--- src/rtl/spdif_det_pkg.sv ---
package spdif_det_pkg;
  localparam int          MODE_W       = 3;
  localparam logic [2:0]  MODE_NONE    = 3'd7;
  localparam int          IRQ_MODE_BIT = 2;
endpackage

--- src/rtl/spdif_edge_sync.sv ---
module spdif_edge_sync #(
  parameter int CNT_W = 10
) (
  input  logic             clk,
  input  logic             rst,
  input  logic             line_in,
  output logic             edge_o,
  output logic             prev_ok_o,
  output logic [CNT_W-1:0] gap_o
);
  localparam logic [CNT_W-1:0] GAP_MAX = '1;

  logic [2:0]       sh;
  logic [CNT_W-1:0] gap;
  logic             prev_ok;

  // sh[0], sh[1] form the synchroniser; sh[2] keeps last synced value
  always_ff @(posedge clk) begin
    if (rst) sh <= '0;
    else     sh <= {sh[1:0], line_in};
  end

  assign edge_o = sh[1] ^ sh[2];

  always_ff @(posedge clk) begin
    if (rst) begin
      gap     <= '0;
      prev_ok <= 1'b0;
    end else begin
      if (edge_o) begin
        gap     <= {{(CNT_W-1){1'b0}}, 1'b1};
        prev_ok <= 1'b1;
      end else if (gap != GAP_MAX) begin
        gap <= gap + 1'b1;
      end
    end
  end

  assign gap_o     = gap;
  assign prev_ok_o = prev_ok;

  // counter holds at its ceiling until an edge arrives
  p_gap_saturates_r2: assert property (@(posedge clk) disable iff (rst)
    (gap == GAP_MAX && !edge_o) |=> (gap == GAP_MAX));
endmodule

--- src/rtl/spdif_min_tracker.sv ---
module spdif_min_tracker #(
  parameter int WIN_W = 20,
  parameter int CNT_W = 10
) (
  input  logic             clk,
  input  logic             rst,
  input  logic [WIN_W-1:0] win_len,
  input  logic             edge_i,
  input  logic             prev_ok_i,
  input  logic [CNT_W-1:0] gap_i,
  output logic             win_end_o,
  output logic [CNT_W-1:0] min_o,
  output logic             seen_o
);
  logic [WIN_W-1:0] wcnt;
  logic [CNT_W-1:0] minw;
  logic             seen;
  logic             ev;
  logic [WIN_W:0]   wnext;

  assign wnext     = {1'b0, wcnt} + {{WIN_W{1'b0}}, 1'b1};
  assign win_end_o = (wnext >= {1'b0, win_len});
  assign ev        = edge_i & prev_ok_i;
  assign min_o     = (ev && gap_i < minw) ? gap_i : minw;
  assign seen_o    = seen | ev;

  always_ff @(posedge clk) begin
    if (rst) begin
      wcnt <= '0;
      minw <= '1;
      seen <= 1'b0;
    end else if (win_end_o) begin
      wcnt <= '0;
      minw <= '1;
      seen <= 1'b0;
    end else begin
      wcnt <= wnext[WIN_W-1:0];
      minw <= min_o;
      seen <= seen_o;
    end
  end

  // within a window the running minimum never grows
  p_min_monotone_r11: assert property (@(posedge clk) disable iff (rst)
    !win_end_o |=> (minw <= $past(minw)));
  // each window starts from an empty minimum
  p_min_restart_r11: assert property (@(posedge clk) disable iff (rst)
    win_end_o |=> (minw == '1 && !seen));
endmodule

--- src/rtl/spdif_mode_classifier.sv ---
module spdif_mode_classifier
  import spdif_det_pkg::*;
#(
  parameter int NUM_MODES = 7,
  parameter int TMR_W     = 8,
  parameter int THR_W     = 10,
  parameter int CNT_W     = 10
) (
  input  logic [NUM_MODES*TMR_W-1:0] timers,
  input  logic [CNT_W-1:0]           width,
  input  logic                       seen,
  output logic [MODE_W-1:0]          mode
);
  localparam int CMP_W = (CNT_W + 1 > THR_W) ? CNT_W + 1 : THR_W;

  logic [CMP_W-1:0]     dbl;
  logic [NUM_MODES-2:0] pass;

  assign dbl = CMP_W'({width, 1'b0});

  for (genvar i = 0; i < NUM_MODES - 1; i++) begin : g_bound
    logic [THR_W-1:0] thr;
    assign thr     = THR_W'(timers[i*TMR_W +: TMR_W]) +
                     THR_W'(timers[(i+1)*TMR_W +: TMR_W]);
    assign pass[i] = (dbl >= CMP_W'(thr));
  end

  always_comb begin
    mode = MODE_W'(NUM_MODES - 1);
    for (int i = NUM_MODES - 2; i >= 0; i--) begin
      if (pass[i]) mode = MODE_W'(i);
    end
    if (!seen) mode = MODE_NONE;
  end
endmodule

--- src/rtl/spdif_rate_detect.sv ---
module spdif_rate_detect
  import spdif_det_pkg::*;
#(
  parameter int WIN_W     = 20,
  parameter int CNT_W     = 10,
  parameter int TMR_W     = 8,
  parameter int THR_W     = 10,
  parameter int IRQ_W     = 8,
  parameter int NUM_MODES = 7
) (
  input  logic                       clk,
  input  logic                       rst,
  input  logic                       line_in,
  input  logic [WIN_W-1:0]           win_len,
  input  logic [NUM_MODES*TMR_W-1:0] mode_timers,
  input  logic [IRQ_W-1:0]           irq_mask,
  input  logic [IRQ_W-1:0]           irq_clr,
  output logic [MODE_W-1:0]          mode_out,
  output logic [CNT_W-1:0]           width_out,
  output logic                       status_valid,
  output logic [IRQ_W-1:0]           irq_status,
  output logic                       irq
);
  logic             edge_s, prev_ok;
  logic [CNT_W-1:0] gap;
  logic             win_end, seen;
  logic [CNT_W-1:0] wmin;
  logic [MODE_W-1:0] cls_mode;
  logic [MODE_W-1:0] last_rate;
  logic [IRQ_W-1:0]  set_vec;

  spdif_edge_sync #(.CNT_W(CNT_W)) u_sync (
    .clk(clk), .rst(rst), .line_in(line_in),
    .edge_o(edge_s), .prev_ok_o(prev_ok), .gap_o(gap)
  );

  spdif_min_tracker #(.WIN_W(WIN_W), .CNT_W(CNT_W)) u_track (
    .clk(clk), .rst(rst), .win_len(win_len),
    .edge_i(edge_s), .prev_ok_i(prev_ok), .gap_i(gap),
    .win_end_o(win_end), .min_o(wmin), .seen_o(seen)
  );

  spdif_mode_classifier #(
    .NUM_MODES(NUM_MODES), .TMR_W(TMR_W), .THR_W(THR_W), .CNT_W(CNT_W)
  ) u_cls (
    .timers(mode_timers), .width(wmin), .seen(seen), .mode(cls_mode)
  );

  always_comb begin
    set_vec = '0;
    set_vec[IRQ_MODE_BIT] = win_end && seen && (cls_mode != last_rate);
  end

  always_ff @(posedge clk) begin
    if (rst) begin
      mode_out     <= MODE_NONE;
      width_out    <= '0;
      status_valid <= 1'b0;
      last_rate    <= '0;
      irq_status   <= '0;
    end else begin
      status_valid <= win_end;
      irq_status   <= (irq_status & ~irq_clr) | set_vec;
      if (win_end) begin
        mode_out  <= cls_mode;
        width_out <= seen ? wmin : '0;
        if (seen) last_rate <= cls_mode;
      end
    end
  end

  assign irq = |(irq_status & irq_mask);

  // class 7 and zero width always appear together
  p_nosig_pair_r5: assert property (@(posedge clk) disable iff (rst)
    (mode_out == MODE_NONE) == (width_out == '0));
  // outputs only move alongside the done pulse
  p_hold_r6: assert property (@(posedge clk) disable iff (rst)
    !status_valid |-> ($stable(mode_out) && $stable(width_out)));
  // change flag only rises with a window result
  p_irq_at_window_r7: assert property (@(posedge clk) disable iff (rst)
    $rose(irq_status[IRQ_MODE_BIT]) |-> status_valid);
  // a set bit survives unless cleared
  p_sticky_r8: assert property (@(posedge clk) disable iff (rst)
    (irq_status[IRQ_MODE_BIT] && !irq_clr[IRQ_MODE_BIT]) |=> irq_status[IRQ_MODE_BIT]);
endmodule

--- config.mk ---
export PLATFORM = sky130hd
export DESIGN_NAME = spdif_rate_detect
export DESIGN_NICKNAME = d
export VERILOG_FILES = /design/src/rtl/spdif_det_pkg.sv /design/src/rtl/spdif_edge_sync.sv /design/src/rtl/spdif_min_tracker.sv /design/src/rtl/spdif_mode_classifier.sv /design/src/rtl/spdif_rate_detect.sv
export SDC_FILE = /design/constraint.sdc
export NUM_CORES = 1
export LEC_CHECK = 0
export ABC_AREA = 1
export BUFFER_PORTS_ARGS = -buffer_cell sky130_fd_sc_hd__buf_2
export CAP_MARGIN = 40
export CELL_PAD_IN_SITES_DETAIL_PLACEMENT = 1
export CELL_PAD_IN_SITES_GLOBAL_PLACEMENT = 2
export CORE_UTILIZATION = 32
export CTS_BUF_LIST = sky130_fd_sc_hd__clkbuf_8
export DETAILED_ROUTE_END_ITERATION = 8
export PLACE_DENSITY = 0.83
export SLEW_MARGIN = 20
export SYNTH_ARGS = -nofsm -noshare
export SYNTH_HDL_FRONTEND = slang
export SYNTH_SLANG_ARGS = --single-unit
--- constraint.sdc ---
create_clock -name clk -period 4.8 [get_ports clk]
set_input_delay 0.24 -clock clk [delete_from_list [all_inputs] [get_ports clk]]
set_output_delay 0.24 -clock clk [all_outputs]
set_load 0.05 [all_outputs]
* Yosys cells after proc, flatten, opt, wreduce, memory -nomap -nowiden
Cells that the tools add are included.
** Word-level totals
- Bits in latches :: 0
- Flip-flop bits (word level) :: 70
- Output and inout port bits :: 23
- Input port bits :: 95
- Logic and storage cells :: 56
- ROM bits :: 0
- Bits in writable memories :: 0
- Memories kept :: 0
** Operators by class
- Div/mod/pow operators :: 0
- Reductions and logical operators :: 8
- $add $sub $neg :: 8
- Multiplexer cells :: 11
- $mul :: 0
- Shifts and indexed selects :: 0
- Equal/unequal tests :: 2
- Bitwise operators :: 7
- $lt $le $gt $ge :: 8
** Operators with widths (number)
- $ge 11x10->1 :: 6
- $add 8x8->9 :: 6
- $add 20x1->21 const B :: 1
- $ge 21x20->1 :: 1
- $mux 10 :: 2
- $and 8x8->8 :: 2
- $mux 3 :: 5
- $add 10x1->10 const B :: 1
- $lt 10x10->1 :: 1
- $ne 10x10->1 const B :: 1
- $not 8->8 :: 1
- $or 8x3->8 :: 1
- $reduce_or 8->1 :: 1
- $mux 2 :: 2
- $reduce_or 2->1 :: 2
- $logic_and 1x1->1 :: 3
- $ne 3x3->1 :: 1
- $mux 1 :: 2
- $reduce_and 2->1 :: 1
- $reduce_bool 2->1 :: 1
- $and 1x1->1 :: 1
- $or 1x1->1 :: 1
- $xor 1x1->1 :: 1

* Longest topological paths before layout
Gate-level depths: netlist of run 1.
- Depth after elaboration :: 15
- Gate-level depth with buffers :: 33
- Mapped depth without buffers :: 32

* Modules after synthesis
From an unflattened synthesis of run 1, not the netlist that was laid out.
** Second synthesis, totals
- Cells, all modules :: 1046
- Area total of the unflattened synthesis :: 7247.0 µm²
** By module, submodules not included
- spdif_mode_classifier :: area each 3017.9 µm², instances 1, seq. area each 0.0 µm², cells each 437
- spdif_min_tracker :: area each 2552.4 µm², instances 1, seq. area each 620.6 µm², cells each 395
- spdif_rate_detect :: area each 970.9 µm², instances 1, seq. area each 500.5 µm², cells each 119
- spdif_edge_sync :: area each 705.7 µm², instances 1, seq. area each 280.3 µm², cells each 95

* Worst setup path after synthesis of run 1
No wires, ideal clock.
- Path type :: reg2reg
- Start point :: register u_track.minw[9]
- End point :: register irq_status[2]
- Slack :: 1302 ps
- Library setup time :: 130 ps
- Arrival :: 3368 ps
- Clock period less this slack :: 3498 ps
- Cell stages (with the launch flop) :: 31
- Path buffers :: 1
- Required time :: 4670 ps
- Cells stage by stage :: dfxtp_1 > inv_1 > ha_1 > nand2_1 > nor2_1 > nand3_1 > nand3_4 > clkbuf_1 > nand2_1 > o21ai_0 > inv_1 > ha_1 > a21oi_1 > o21ai_0 > a21oi_1 > nand2b_1 > nand3_1 > nand3_1 > nand2_1 > nand2_1 > nand2_1 > nor2_2 > nand2_1 > nand2_2 > nand2_2 > nand2_1 > nand2_1 > nor2_1 > nand2_1 > nand2_1 > a21oi_2
** Between the ends
- Cells in the longest elaborated chain, start to end :: 14
- Elaborated cells on any way between the ends :: 19
- Classes of those cells :: 7 x order compare; 1 x eq/ne; 8 x mux; 1 x bitwise; 2 x reduce/logical
** Ends and longest elaborated chain
- start: declaration :: line spdif_min_tracker.sv:16 : logic [CNT_W-1:0] minw;
- start signal: assignment :: line spdif_min_tracker.sv:38 : minw <= min_o;
- $lt 10x10->1 * :: line spdif_min_tracker.sv:24 : assign min_o = (ev && gap_i < minw) ? gap_i : minw;
- $logic_and 1x1->1 * :: line spdif_min_tracker.sv:24
- $mux 10 * :: line spdif_min_tracker.sv:24
- via u_cls.width[1] :: line spdif_mode_classifier.sv:10 : input logic [CNT_W-1:0] width,
- $ge 11x10->1 :: line spdif_mode_classifier.sv:25 : assign pass[i] = (dbl >= CMP_W'(thr));
- $mux 2 (2 in series) :: line spdif_mode_classifier.sv:31 : if (pass[i]) mode = MODE_W'(i);
- $mux 3 (3 in series) :: line spdif_mode_classifier.sv:31
- $mux 3 * :: line spdif_mode_classifier.sv:31
- $mux 3 * :: line spdif_mode_classifier.sv:33 : if (!seen) mode = MODE_NONE;
- $ne 3x3->1 * :: line spdif_rate_detect.sv:51 : set_vec[IRQ_MODE_BIT] = win_end && seen && (cls_mode != last_rate);
- $logic_and 1x1->1 * :: line spdif_rate_detect.sv:51
- $or 8x3->8 * :: line spdif_rate_detect.sv:63 : irq_status <= (irq_status & ~irq_clr) | set_vec;
- end signal: assignment :: line spdif_rate_detect.sv:63
- end: declaration :: line spdif_rate_detect.sv:21 : output logic [IRQ_W-1:0] irq_status,
The timed path passes the listed nets; every way through them passes the cells marked *.
A chain may end at the register's enable or synchronous reset.

* Final worst setup path of run 1
- Start point :: register u_sync.gap[5] (netlist: u_sync.gap_o[5])
- End point :: register irq_status[2]
** Between the ends
- Cells in the longest elaborated chain, start to end :: 14
- Elaborated cells on any way between the ends :: 19
- Classes of those cells :: 7 x order compare; 1 x eq/ne; 8 x mux; 1 x bitwise; 2 x reduce/logical
** Ends and longest elaborated chain
- start: declaration :: line spdif_edge_sync.sv:14 : logic [CNT_W-1:0] gap;
- start signal: assignment :: line spdif_edge_sync.sv:31 : gap <= {{(CNT_W-1){1'b0}}, 1'b1};
- start signal: assignment :: line spdif_edge_sync.sv:34 : gap <= gap + 1'b1;
- $lt 10x10->1 * :: line spdif_min_tracker.sv:24
- $logic_and 1x1->1 * :: line spdif_min_tracker.sv:24
- $mux 10 * :: line spdif_min_tracker.sv:24
- via u_cls.width[0] :: line spdif_mode_classifier.sv:10
- $ge 11x10->1 :: line spdif_mode_classifier.sv:25
- $mux 2 (2 in series) :: line spdif_mode_classifier.sv:31
- $mux 3 (3 in series) :: line spdif_mode_classifier.sv:31
- $mux 3 * :: line spdif_mode_classifier.sv:31
- $mux 3 * :: line spdif_mode_classifier.sv:33
- $ne 3x3->1 * :: line spdif_rate_detect.sv:51
- $logic_and 1x1->1 * :: line spdif_rate_detect.sv:51
- $or 8x3->8 * :: line spdif_rate_detect.sv:63
Marked as above.

==> results.md, run 1 <==
- Drc violations: 0
- Syn nets: 1160
- Net load switching power: 526.3 uW
- Top post-synthesis cells by count: nand2_1 (200), inv_1 (167), ha_1 (117)
- CTS root buf: clkbuf_8
- Maximum VDD drop: 0.00009763 V
- Pleak: 0.004084 uW
- Buf/Inv on CP: 4
- Fmax: 241.8 MHz
- Unrepaired setup endpoints after global routing: false
- Min Tclk post-route: 4.135 ns
- Worst setup EP type: flip-flop
- Sum of negative setup slack: 0 ns
- Synthesized area per cell: 6.959 um^2
- Slew Viols, Final: 0
- Post-synth cell types: 43
- Setup Buffers After CTS: 0
- Gate power share: 0.334
- Dominant cell type by area after synthesis: ha_1
- Die footprint: 21060 um^2
- Initial antenna violation count: 0
- Layout Cells excl Fill: 1335
- I/O Pins: 118
- Final period util: 0.8615
- Layout cells sized above 1: 0.1533
- CP most frequent cell: nand2_1
- Prevailing post-synth register cell: dfxtp_1
- Worst Path Required: 5.02 ns
- Post-route ant nets: 0
- Leading post-synthesis cells by cell area: ha_1 (22%), dfxtp_1 (21%), nand2_1 (11%), inv_1 (9.6%), a21oi_1 (5.4%)
- Top-count cell post-synth: nand2_1
- Crit path launch type: flip-flop
- RD Place Congestion: 0.7697
- Inserted Diodes: 0
- First-pass GRT wire length: 30.28 mm
- Post-synthesis cell area: 6555 um^2
- CP max FO: 19
- Yosys top cell area share: 0.2233
- First DRT Iteration DRCs: 109
- Filler Cells Inserted: 2628
- CP top delay family: simple AND/OR/NAND/NOR gates
- Post-DP HPWL: 15.28 mm
- Vias: 6240
- # rows: 51
- Placed cells: 1320
- Vias in the first global route: 6322
- Worst Hold Class: primary input to flip-flop
- DIE HEIGHT: 145.1 um
- GRT Resource Usage Total: 0.1755
- Drt first pass iters: 4
- Slew headroom: 0.6714
- # hold bufs at CTS: 0
- Die X-Extent: 145.1 um
- Global route overflow: 0
- WL/cell: 13.30 um
- CTS tree: built
- Vias per inst: 4.674
- Critical path class: flip-flop to flip-flop
- Initial Utilization: 0.3314
- Cells after Synth: 942
- Register bit total from synthesis: 70
- Worst-margin pin slew: 0.4924 ns
- Clock Skew: 0.009137 ns
- Fin. Hold Viols: 0
- Worst skew pair latency: 0.35 ns
- Switching Share: 0.3299
- Number of port buffers: 117
- Max capacitance violation total: 0
- Clk sinks: 70
- Post-synth EDFFs: 0
- Largest net degree at the start of global routing: 27
- Max incr delay on CP: 0.47 ns
- Max Root-Sink Buffers: 2
- Worst-path clk slew: 0.08 ns
- Flop pwr share: 0.373
- Power per cell area: 208.7 nW/um^2
- Fin nets: 1284
- Ys Warns: 0
- Post-cts sizing count: 0
- Clock group share of total power: 0.293
- Final setup viols: 0
- Int Power: 1069 uW
- Area Growth Syn to Fin: 16.64%
- CP arrival: 4.36 ns
- Sequential element share of the synthesized area: 0.2138
- CP max-delay cell: dfxtp_1
- Total CTS buffers: 9
- H-tree Lvls: 3
- Core area: 19780 um^2
- Drt total wl: 17.76 mm
- Asr flop ratio synth: 0
- Outcome: completed
layer usage:
metal / global-route usage / vias up / share of wire
li1: - / 3324 / -
met1: 0.2354 / 2791 / 0.50
met2: 0.2976 / 109 / 0.45
met3: 0.01824 / 16 / 0.028
met4: 0.04684 / 0 / 0.013
met5: 0 / - / 0
power groups by stage:
| stage | Combinational [uW] | Sequential, uW | Clock [uW] |
|---|---|---|---|
| 2_1_floorplan | 387 | 607 | 0 |
| 3_3_place_gp | 525 | 609 | 0 |
| 3_5_place_dp | 540 | 609 | 0 |
| 4_1_cts | 544 | 596 | 482 |
| 5_1_grt | 627 | 597 | 510 |
| 6_report | 532 | 596 | 468 |
per-stage QoR:
stage	setup WS [ns]	cell area (um^2)	util	power, uW	hold WS (ns)
floorplan	1.302	6555	-	993.5	0.3124
global placement	0.7036	7458	0.3770	1134	0.3974
detailed placement	0.6861	7458	0.3770	1149	0.3984
CTS	0.6528	7646	0.3865	1622	0.02888
global route	0.1179	7646	0.3865	1734	0.03405
finish	0.6650	7646	0.3865	1596	0.04325
placed cells by master, fill, tap and decap left out, drive strengths merged:
| cell | instances |
|---|---|
| a211oi | 6 |
| a21o | 4 |
| a21oi | 72 |
| a221oi | 2 |
| a22o | 2 |
| a31oi | 3 |
| and3 | 1 |
| buf | 121 |
| bufinv | 1 |
| clkbuf | 10 |
| clkinv | 6 |
| dfxtp | 70 |
| fa | 6 |
| ha | 117 |
| inv | 170 |
| nand2 | 208 |
| nand2b | 1 |
| nand3 | 49 |
| nand3b | 1 |
| nand4 | 21 |
| nor2 | 72 |
| nor3 | 16 |
| nor3b | 1 |
| nor4 | 3 |
| o21a | 3 |
| o21ai | 41 |
| o21bai | 9 |
| o22a | 2 |
| o31ai | 5 |
| or2 | 6 |
| xnor2 | 23 |
| xor2 | 18 |
registers in the layout, indices dropped and copies added (netlist names):
name and flops:
u_sync.prev_ok_o 1, width_out 10, u_track.seen 1, u_sync.sh 3, last_rate 3, u_track.minw 10, mode_out 3, irq_status 8
status_valid 1, u_track.wcnt 20, u_sync.gap_o 10
final cells by class:
type | instances | area (um^2) | area share
tap | 265 | 331.6 | 0.04336
multi-input combinational | 692 | 4464 | 0.5839
timing repair buffer | 121 | 615.6 | 0.08051
clock buffer | 10 | 137.6 | 0.01800
inverter | 172 | 645.6 | 0.08444
clock inverter | 5 | 50.05 | 0.006546
sequential | 70 | 1401 | 0.1833
cell families (layout without fill, tap and decap cells):
kind of cell | Yosys count | after routing | share of synthesized area
buffers and inverters | 180 | 308 | 0.1052
flip-flops | 70 | 70 | 0.2138
AO/OA/AOI/OAI | 149 | 149 | 0.1311
adder cells (fa/ha/maj) | 123 | 123 | 0.2416
AND/OR/NAND/NOR | 379 | 379 | 0.2535
XOR/XNOR | 41 | 41 | 0.05478
final timing paths:
path	from	to	slack, ns	cells past startpoint
max	u_sync.gap_o[5]$_SDFFE_PP0P_	irq_status[2]$_SDFF_PP0_	0.66	30
min	irq_clr[5]	irq_status[5]$_SDFF_PP0_	0.04	2
max reg2reg	u_sync.gap_o[5]$_SDFFE_PP0P_	irq_status[2]$_SDFF_PP0_	0.66	30
min reg2reg	u_sync.sh[0]$_SDFF_PP0_	u_sync.sh[1]$_SDFF_PP0_	0.41	2
worst reg2reg max path, delay by kind of cell, from the launching register on:
kind                       cells  cell delay [ns]
AOI/OAI and AO/OA              5             0.93
adders and majority gates      2             0.66
buffers and inverters          4             0.43
DFF                            1             0.47
and+or+nand+nor               19             1.53
(Power assumes the default switching activity.)
==> inputs of run 2 (changes only) <==
- CORE_UTILIZATION: 32 -> 29
- PLACE_DENSITY: 0.83 -> 0.8
- clock period: 4.8 -> 3.45 ns (I/O delays scaled with it)
==> run 2 against run 1 <==
The run now ends with design-rule violations left. Via count grew 7.3%. Sequential power grew 39%. Clock skew is essentially flat. Die area grew 10%. Sequential cell count is the same.
==> results.md, run 2 (same netlist as run 1, synthesis figures left out) <==
- Outcome: complete, but fails checks (was completed)
- Violated checks: design-rule violations
- Fin. Hold Viols: 0 (unchanged)
- Crit path launch type: flip-flop (unchanged)
- Min Tclk post-route: 3.449 ns (was 4.135 ns)
- Initial Utilization: 0.2976 (was 0.3314)
- Clock Skew: 0.008829 ns (was 0.009137 ns)
- Total CTS buffers: 9 (unchanged)
- Drt total wl: 20.09 mm (was 17.76 mm)
- Post-DP HPWL: 16.41 mm (was 15.28 mm)
- Post-route ant nets: 0 (unchanged)
- GRT Resource Usage Total: 0.1698 (was 0.1755)
- Global route overflow: 0 (unchanged)
- Sequential cell area: 1419 um^2 (was 1401 um^2)
- Layout Cells excl Fill: 1443 (was 1335)
- WL/cell: 13.92 um (was 13.30 um)
- Drc violations: 10 (was 0)
- Worst-path clk slew: 0.08 ns (about the same)
- Area of the multi-input gates: 5132 um^2 (was 4464 um^2)
- CP max-delay cell: dfxtp_1 (unchanged)
- Critical path class: flip-flop to flip-flop (unchanged)
- Vias per inst: 4.640 (was 4.674)
- CP most frequent cell: nand2_1 (unchanged)
- Vias in the first global route: 6676 (was 6322)
- Clk sinks: 70 (unchanged)
- CP arrival: 3.68 ns (was 4.36 ns)
- Area Growth Syn to Fin: 39.03% (was 16.64%)
- Fmax: 289.9 MHz (was 241.8 MHz)
- Max incr delay on CP: 0.30 ns (was 0.47 ns)
- Maximum VDD drop: 0.0001872 V (was 0.00009763 V)
- Worst-margin pin slew: 0.5361 ns (was 0.4924 ns)
- First DRT Iteration DRCs: 199 (was 109)
- # rows: 54 (was 51)
- H-tree Lvls: 3 (unchanged)
- DIE HEIGHT: 152.3 um (was 145.1 um)
- First-pass GRT wire length: 32.14 mm (was 30.28 mm)
- Initial antenna violation count: 0 (unchanged)
- I/O Pins: 118 (unchanged)
- Drt first pass iters: 7 (was 4)
- Die footprint: 23210 um^2 (was 21060 um^2)
- Commonest non-fill, non-tap cell in the layout: nand2_1 (unchanged)
- Post-layout util: 0.4138 (was 0.3865)
- CP max FO: 7 (was 19)
- Filler Cells Inserted: 2835 (was 2628)
- Layout cells sized above 1: 0.3224 (was 0.1533)
- Max reg flops: 20 (unchanged)
- Worst Path Required: 3.68 ns (was 5.02 ns)
- Fin nets: 1376 (was 1284)
- Power per cell area: 261.0 nW/um^2 (was 208.7 nW/um^2)
- Worst skew pair latency: 0.36 ns (was 0.35 ns)
- Fin Hold WS: 0.01990 ns (was 0.04325 ns)
- RD Place Congestion: 0.8197 (was 0.7697)
- Hold wc startpoint: line_in (was irq_clr[5])
- Worst Hold Class: primary input to flip-flop (unchanged)
- Vias: 6695 (was 6240)
- Place WS: -0.2574 ns (was 0.6861 ns)
- Die X-Extent: 152.3 um (was 145.1 um)
- Core area: 22030 um^2 (was 19780 um^2)
- Inserted Diodes: 0 (unchanged)
- Max Root-Sink Buffers: 2 (unchanged)
- Top reg by flops: u_track.wcnt (unchanged)
- R2R Path Start: u_track.minw[5]$_SDFF_PP1_ (was u_sync.gap_o[5]$_SDFFE_PP0P_)
- Pleak: 0.004599 uW (was 0.004084 uW)
- Final setup viols: 0 (unchanged)
- CTS tree: built (unchanged)
- Placed cells: 1394 (was 1320)
- Commonest cells after routing, fill and taps aside: nand2_1 (172), inv_1 (158), buf_2 (117), ha_1 (95), buf_4 (81) (was nand2_1 (200), inv_1 (167), ha_1 (117), buf_2 (117), a21oi_1 (71))
- Final setup margin: 0.0009797 ns (was 0.6650 ns)
- Largest net degree at the start of global routing: 15 (was 27)
- Setup crit start: u_track.minw[5]$_SDFF_PP1_ (was u_sync.gap_o[5]$_SDFFE_PP0P_)
- CTS root buf: clkbuf_8 (unchanged)
- Final period util: 0.9997 (was 0.8615)
- Final Power: 2379 uW (was 1596 uW)
- Slew headroom: 0.6399 (was 0.6714)
- Unrepaired setup endpoints after global routing: true (was false)
- Number of port buffers: 117 (unchanged)
- Max capacitance violation total: 0 (unchanged)
- Slew Viols, Final: 0 (unchanged)
- Worst setup EP type: flip-flop (unchanged)
run 2: worst max-delay path, delay by kind of cell, from the launching register on:
family          cells  cell delay [ns]
compound gates      7             0.97
fa+ha+maj           2             0.49
buf+inv             3             0.28
flops               1             0.30
simple gates       17             1.25
run 2: worst paths after layout:
kind,depth (start not counted),end,slack [ns]
max,29,irq_status[2]$_SDFF_PP0_,0.001
min,3,u_sync.sh[0]$_SDFF_PP0_,0.02
max reg2reg,29,irq_status[2]$_SDFF_PP0_,0.001
min reg2reg,2,u_sync.sh[1]$_SDFF_PP0_,0.42
run 2: metrics by stage:
stage	setup TNS, ns	cell area [um^2]
after floorplan	0	6556
after global placement	-7.867	7933
after detailed placement	-7.194	7933
after CTS	0	8407
after global routing	-1.743	9114
final	0	9114
run 2: layer usage:
layer / global-route usage / vias up / wire [um]
met2: 0.2927 / 120 / 9471
met4: 0.04082 / 0 / 231
met3: 0.01678 / 15 / 613
li1: - / 3514 / -
met1: 0.2266 / 3046 / 9774
met5: 0 / - / 0
run 2: area by class of cell:
class / count / area share
clock buffer: 9 / 0.01359
sequential: 70 / 0.1557
clock inverter: 7 / 0.006452
multi-input combinational: 692 / 0.5632
inverter: 172 / 0.07221
tap: 280 / 0.03844
timing repair buffer: 213 / 0.1505
run 2: power by group:
group	internal, uW	switching (uW)	leakage (uW)
sequential	819	9.72	0.000566
combinational	416	489	0.00393
clock	324	321	0.000103
run 2: timing repair:
item                                    in CTS  in global routing
pin swaps                                   12                 55
resized for setup                           42                132
endpoints found under the setup margin      49                 49
buffers inserted                             8                 19
endpoints found under the hold margin        7                  0
hold buffers                                 7                  0
